<file path="src/rtl/bootcard_pkg.sv">
package bootcard_pkg;
  typedef enum logic [2:0] {
    RG_NONE = 3'd0,
    RG_ROM  = 3'd1,
    RG_RAM  = 3'd2,
    RG_NET  = 3'd3,
    RG_UNIT = 3'd4
  } region_e;

  // window decode of a full byte address
  function automatic region_e decode_win(input logic [15:0] a);
    region_e r;
    r = RG_NONE;
    if (a[15:13] == 3'b111) begin
      if (a[12:11] != 2'b11)            r = RG_ROM;
      else if (a[10:9] == 2'b00)        r = RG_RAM;
      else if (a[10:1] == 10'h100)      r = RG_NET;
      else if (a[10:1] == 10'h101)      r = RG_UNIT;
    end
    return r;
  endfunction

  // boot store contents as a function of word index
  function automatic logic [15:0] rom_word(input logic [15:0] idx);
    logic [15:0] m;
    m = idx * 16'd40503;
    return m ^ 16'h1234;
  endfunction
endpackage

</file>
<file path="src/rtl/bus_addr_latch.sv">
module bus_addr_latch
  import bootcard_pkg::*;
#(
  parameter int IDX_W = 11,
  parameter int SEC_W = 2
) (
  input  logic             clk_i,
  input  logic             rst_ni,
  input  logic             sync_i,
  input  logic [15:0]      addr_i,
  output region_e          region_o,
  output logic [SEC_W-1:0] sec_o,
  output logic [IDX_W-1:0] idx_o,
  output logic             bhi_o
);
  logic sync_q;
  logic start;

  assign start = sync_i & ~sync_q;

  always_ff @(posedge clk_i or negedge rst_ni) begin
    if (!rst_ni) begin
      sync_q   <= 1'b0;
      region_o <= RG_NONE;
      sec_o    <= '0;
      idx_o    <= '0;
      bhi_o    <= 1'b0;
    end else begin
      sync_q <= sync_i;
      if (!sync_i) begin
        region_o <= RG_NONE;
      end else if (start) begin
        region_o <= decode_win(addr_i);
        sec_o    <= addr_i[12:11];
        idx_o    <= addr_i[IDX_W:1];
        bhi_o    <= addr_i[0];
      end
    end
  end
endmodule

</file>
<file path="src/rtl/boot_rom.sv">
module boot_rom
  import bootcard_pkg::*;
#(
  parameter int N_SEC  = 3,
  parameter int SEC_AW = 10,
  parameter int SEC_W  = 2
) (
  input  logic [SEC_W-1:0]  sec_i,
  input  logic [SEC_AW-1:0] word_i,
  output logic [15:0]       data_o
);
  localparam int IW = SEC_W + SEC_AW;

  logic [15:0] part [N_SEC];

  for (genvar g = 0; g < N_SEC; g++) begin : g_sec
    logic [IW-1:0] full_idx;
    assign full_idx = {SEC_W'(g), word_i};
    assign part[g] = (sec_i == SEC_W'(g)) ? rom_word(16'(full_idx)) : 16'h0000;
  end

  always_comb begin
    data_o = '0;
    for (int k = 0; k < N_SEC; k++) data_o = data_o | part[k];
  end
endmodule

</file>
<file path="src/rtl/scratch_ram.sv">
module scratch_ram #(
  parameter int DEPTH = 256,
  localparam int AW = $clog2(DEPTH)
) (
  input  logic          clk_i,
  input  logic          we_i,
  input  logic          byte_i,
  input  logic          bhi_i,
  input  logic [AW-1:0] addr_i,
  input  logic [15:0]   wdata_i,
  output logic [15:0]   rdata_o
);
  logic [15:0] mem [DEPTH];

  always_ff @(posedge clk_i) begin
    if (we_i) begin
      if (!byte_i || bhi_i)  mem[addr_i][15:8] <= wdata_i[15:8];
      if (!byte_i || !bhi_i) mem[addr_i][7:0]  <= wdata_i[7:0];
    end
  end

  assign rdata_o = mem[addr_i];
endmodule

</file>
<file path="src/rtl/reply_timer.sv">
module reply_timer #(
  parameter int DLY = 4,
  localparam int CW = $clog2(DLY + 1)
) (
  input  logic clk_i,
  input  logic rst_ni,
  input  logic strobe_i,
  input  logic ok_i,
  output logic rply_o,
  output logic fire_o
);
  logic [CW-1:0] cnt;

  always_ff @(posedge clk_i or negedge rst_ni) begin
    if (!rst_ni) begin
      cnt    <= '0;
      rply_o <= 1'b0;
      fire_o <= 1'b0;
    end else if (!strobe_i) begin
      cnt    <= '0;
      rply_o <= 1'b0;
      fire_o <= 1'b0;
    end else if (ok_i && !rply_o) begin
      if (cnt == CW'(DLY - 1)) begin
        rply_o <= 1'b1;
        fire_o <= 1'b1;
      end else begin
        cnt    <= cnt + 1'b1;
        fire_o <= 1'b0;
      end
    end else begin
      fire_o <= 1'b0;
    end
  end
endmodule

</file>
<file path="src/rtl/bootcard_slave.sv">
module bootcard_slave
  import bootcard_pkg::*;
#(
  parameter int RPLY_DLY  = 4,
  parameter int RAM_DEPTH = 256,
  parameter int ROM_SECS  = 3,
  parameter int SEC_AW    = 10
) (
  input  logic        clk_i,
  input  logic        rst_ni,
  input  logic        sync_i,
  input  logic [15:0] addr_i,
  input  logic        din_i,
  input  logic        dout_i,
  input  logic        byte_wr_i,
  input  logic [15:0] wdata_i,
  input  logic [7:0]  net_id_i,
  input  logic [7:0]  unit_hi_i,
  input  logic [7:0]  unit_lo_i,
  output logic [15:0] rdata_o,
  output logic        rply_o,
  output logic        wdog_kick_o
);
  localparam int IDX_W  = SEC_AW + 1;
  localparam int SEC_W  = 2;
  localparam int RAM_AW = $clog2(RAM_DEPTH);

  region_e          region;
  logic [SEC_W-1:0] sec;
  logic [IDX_W-1:0] idx;
  logic             bhi;
  logic [15:0]      rom_d, ram_d;
  logic             ok, fire, ram_we;
  logic [15:0]      mux_d;

  bus_addr_latch #(.IDX_W(IDX_W), .SEC_W(SEC_W)) u_latch (
    .clk_i, .rst_ni, .sync_i, .addr_i,
    .region_o(region), .sec_o(sec), .idx_o(idx), .bhi_o(bhi)
  );

  boot_rom #(.N_SEC(ROM_SECS), .SEC_AW(SEC_AW), .SEC_W(SEC_W)) u_rom (
    .sec_i(sec), .word_i(idx[SEC_AW-1:0]), .data_o(rom_d)
  );

  scratch_ram #(.DEPTH(RAM_DEPTH)) u_ram (
    .clk_i, .we_i(ram_we), .byte_i(byte_wr_i), .bhi_i(bhi),
    .addr_i(idx[RAM_AW-1:0]), .wdata_i, .rdata_o(ram_d)
  );

  // read-only windows refuse writes: no reply, master times out
  always_comb begin
    unique case (region)
      RG_RAM, RG_NET:  ok = 1'b1;
      RG_ROM, RG_UNIT: ok = ~dout_i;
      default:         ok = 1'b0;
    endcase
  end

  reply_timer #(.DLY(RPLY_DLY)) u_tmr (
    .clk_i, .rst_ni, .strobe_i(din_i | dout_i), .ok_i(ok),
    .rply_o, .fire_o(fire)
  );

  assign ram_we      = fire & dout_i & (region == RG_RAM);
  assign wdog_kick_o = fire & dout_i & (region == RG_NET);

  always_comb begin
    unique case (region)
      RG_ROM:  mux_d = rom_d;
      RG_RAM:  mux_d = ram_d;
      RG_NET:  mux_d = {8'hFF, net_id_i};
      RG_UNIT: mux_d = {unit_hi_i, unit_lo_i};
      default: mux_d = 16'h0000;
    endcase
  end

  assign rdata_o = (rply_o && din_i) ? mux_d : 16'h0000;
endmodule

</file>
<file path="config.mk">
export PLATFORM = sky130hd
export DESIGN_NAME = bootcard_slave
export DESIGN_NICKNAME = d
export VERILOG_FILES = /design/src/rtl/bootcard_pkg.sv /design/src/rtl/bus_addr_latch.sv /design/src/rtl/boot_rom.sv /design/src/rtl/scratch_ram.sv /design/src/rtl/reply_timer.sv /design/src/rtl/bootcard_slave.sv
export SDC_FILE = /design/constraint.sdc
export NUM_CORES = 2
export LEC_CHECK = 0
export BUFFER_PORTS_ARGS = -buffer_cell sky130_fd_sc_hd__buf_4
export CAP_MARGIN = 20
export CORE_MARGIN = 2
export CORE_UTILIZATION = 40
export DETAILED_ROUTE_END_ITERATION = 10
export GPL_ROUTABILITY_DRIVEN = 0
export SETUP_SLACK_MARGIN = 0.02
export SLEW_MARGIN = 5
export SYNTH_ARGS = -nofsm -noshare
export SYNTH_HDL_FRONTEND = slang
export SYNTH_SLANG_ARGS = --single-unit
export TNS_END_PERCENT = 20
</file>
<file path="constraint.sdc">
create_clock -name clk_i -period 7.5 [get_ports clk_i]
set_input_delay 0 -clock clk_i [delete_from_list [all_inputs] [get_ports clk_i]]
set_output_delay 0 -clock clk_i [all_outputs]
set_load 0.05 [all_outputs]
</file>
==> out/metrics.yaml <==
outcome: "finished clean"
vias_per_cell: 5.77
cp_cell_sequence: "clkinv_2 -> fa_1 -> fa_1 -> inv_1 -> fa_1 -> fa_1 -> fa_1 -> ha_1 -> and4_1 -> o31ai_1 -> xor2_1 -> o31a_1 -> o311ai_1 -> buf_4 -> a41oi_1 -> buf_4 -> buf_4"
io_buffers: 79
track_usage_pct: 20.2
drc_errors: 0
tightest_slew_ns: 1.30
crit_path_end_kind: "output port"
ctsRootBufferMaster: "clkbuf_16"
grt_pass1_vias: 80300
synth-seq-area-share_pct: 74.8
maxSlewHeadroom_pct: 11.8
tns_ns: 0
tritoncts: "done"
ys.flop_type: "edfxtp_1"
fin_crit_ns: 7.14
slowest_delay_ns: 0.68
path_class: "flip-flop to output port"
synth_cell_type_count: 66
cts-buffers-inserted: 410
synth-edff-count: 4096
cp_max_fo: 17
drt-wirelength-per-cell_um: 31.4
drv_cap: 0
antenna_found_initial: 27
final_common_cell: "edfxtp_1"
finalHoldViolations: 0
cts_buffer_depth: 4
holdCritPathClass: "input port to async pin"
layout-drive-gt1-share_pct: 26.5
maxSlewViolCount: 0
die_h_um: 647
ir_worst_vdd_mv: 0.310
area_delta_synth_final_pct: 13.1
routed_wl_mm: 427
die_width_um: 647
drt_iter0_drc: 9463
worst_path_max_delay_cell: "fa_1"
critPathLaunchType: "flip-flop"
initial_core_util_pct: 40.2
avgSynthCellArea_um2: 22.0
dieArea_um2: 418000
ant_nets: 0
grt_start_max_net_pins: 205
finalNetCount: 8100
h-tree-depth: 5
max_freq_mhz: 140
syn-instance-count: 7500
clkLatencyLatePin_ns: 0.97
io_pins: 80
fp-row-count: 235
post_cts_buffers: 0
core_region_area_um2: 410000
rsz0062_at_grt: "false"
leakage_nw: 57.7
clkTransAtPathRegs_ns: 0.07
syn_area_um2: 165000
dr_total_vias: 78400
firstDrtPassIters: 7
power.density_nw_per_um2: 299
synth_nets: 7813
ys_ff_latch: 4118
arrival_ns: 7.14
grt_pass1_wl_mm: 607
crit_path_frequent_cell: "fa_1"
finalClockSkew_ns: 0.0655
grt_overflow: 0
power_mw: 55.8
worst_ep_required_time_ns: 7.50
min_period_over_period_pct: 95.2
setup_viol: 0
async_flop_share_pct: 0.534
ys_warn_count: 0
mostFrequentLayoutCells: "edfxtp_1, mux4_2, nor2_1"
place_hpwl_mm: 260
clock-sinks: 4118
logic make-up after synthesis:
| kind of cell | after synthesis | share of synthesized area [%] |
|---|---|---|
| simple gates | 838 | 2.06 |
| buf+inv | 625 | 1.62 |
| mux | 1330 | 17.7 |
| xor+xnor | 55 | 0.292 |
| fa+ha+maj | 251 | 2.37 |
| flops | 4118 | 74.8 |
| compound gates | 283 | 1.14 |
flip-flops by register name, summed over array words and instances, names as in the netlist:
| name | cells |
|---|---|
| u_ram.mem | 4096 |
| u_tmr.cnt | 3 |
| u_tmr.fire_o | 1 |
| u_latch.region_o | 3 |
| u_latch.sec_o | 2 |
| u_latch.idx_o | 10 |
| u_latch.sync_q | 1 |
| u_tmr.rply_o | 1 |
| u_latch.bhi_o | 1 |
what timing repair did:
item	CTS	global route
resized for setup	0	1
hold buffers	59	0
hold endpoints to repair	1571	0
endpoints found under the setup margin	0	1
where the power goes:
part	internal [mW]	total, mW	switching, mW
Clock	12.0	20.9	8.86
Sequential	25.3	25.4	0.0641
Combinational	3.94	9.53	5.58
area by class of cell:
type	count	area, um2
fillers	33900	224000
flip-flops and latches	4118	124000
multi-input cells	2757	39000
clock buffers	490	10700
well taps	5451	6820
clock inverters	266	3020
repair buffers	296	2850
inverters	204	777
diodes	14	35.0
synth_stat cells (15+ instances only):
library cell     n  area share (%)
nand2_1        127            0.29
nor3_1          23           0.070
nor2_1         581             1.3
dfrtp_1         22            0.33
mux2i_1         56            0.34
xnor2_1         40            0.21
mux4_2        1271              17
o22ai_1         18           0.068
xor2_1          15           0.080
o21ai_0         55            0.17
edfxtp_1      4096              74
buf_2          110            0.33
inv_1          198            0.45
a22oi_1         29            0.13
clkbuf_1       228            0.52
fa_1           103             1.2
nand3_1         51            0.15
buf_4           30            0.14
ha_1           148             1.1
a21oi_1         65            0.20
buf_1           42           0.095
critical path: cells and delay by family, from the launching register on:
family,cells,cell delay [ns]
adder cells (fa/ha/maj),6,3.03
buffers and inverters,5,1.13
AO/OA/AOI/OAI,4,0.93
flip-flops,1,0.67
AND/OR/NAND/NOR,1,0.22
XOR/XNOR,1,0.18
metrics by stage:
stage | area [um2] | setup WS, ns | hold WS [ns] | cells | util [%]
floorplan | 165000 | 0.918 | -0.296 | 7500 | -
global placement | 172000 | 1.29 | -0.0360 | 12800 | 42.0
detailed placement | 172000 | 1.22 | -0.0390 | 12800 | 42.0
CTS | 187000 | 0.128 | 0.00385 | 13600 | 45.5
global route | 187000 | 0.0790 | 0.0925 | 13600 | 45.5
finish | 187000 | 0.358 | 0.0772 | 13600 | 45.5
per-layer routing:
metal	routed length (um)	vias to the layer above	GRT usage [%]	share of wire, %
li1	-	31800	-	-
met1	174000	42600	28.5	41
met2	204000	3488	32.4	48
met3	35800	540	3.85	8.4
met4	12500	4	5.79	2.9
met5	22	-	0	0.0052
final timing paths:
kind,start,end,slack (ns),cells after the start
worst max-delay path,u_latch.idx_o[7],rdata_o[12],0.36,17
worst min-delay path,rst_ni,u_latch.idx_o[1],0.08,4
worst max register to register,u_latch.idx_o[6],u_ram.mem[160][11],2.86,6
worst min register to register,u_tmr.cnt[1],u_tmr.cnt[1],0.54,2
max in group asynchronous,rst_ni,u_latch.idx_o[6],7.21,4
min in group clk_i,wdata_i[8],u_ram.mem[183][8],0.12,2
(Power assumes the default switching activity.)
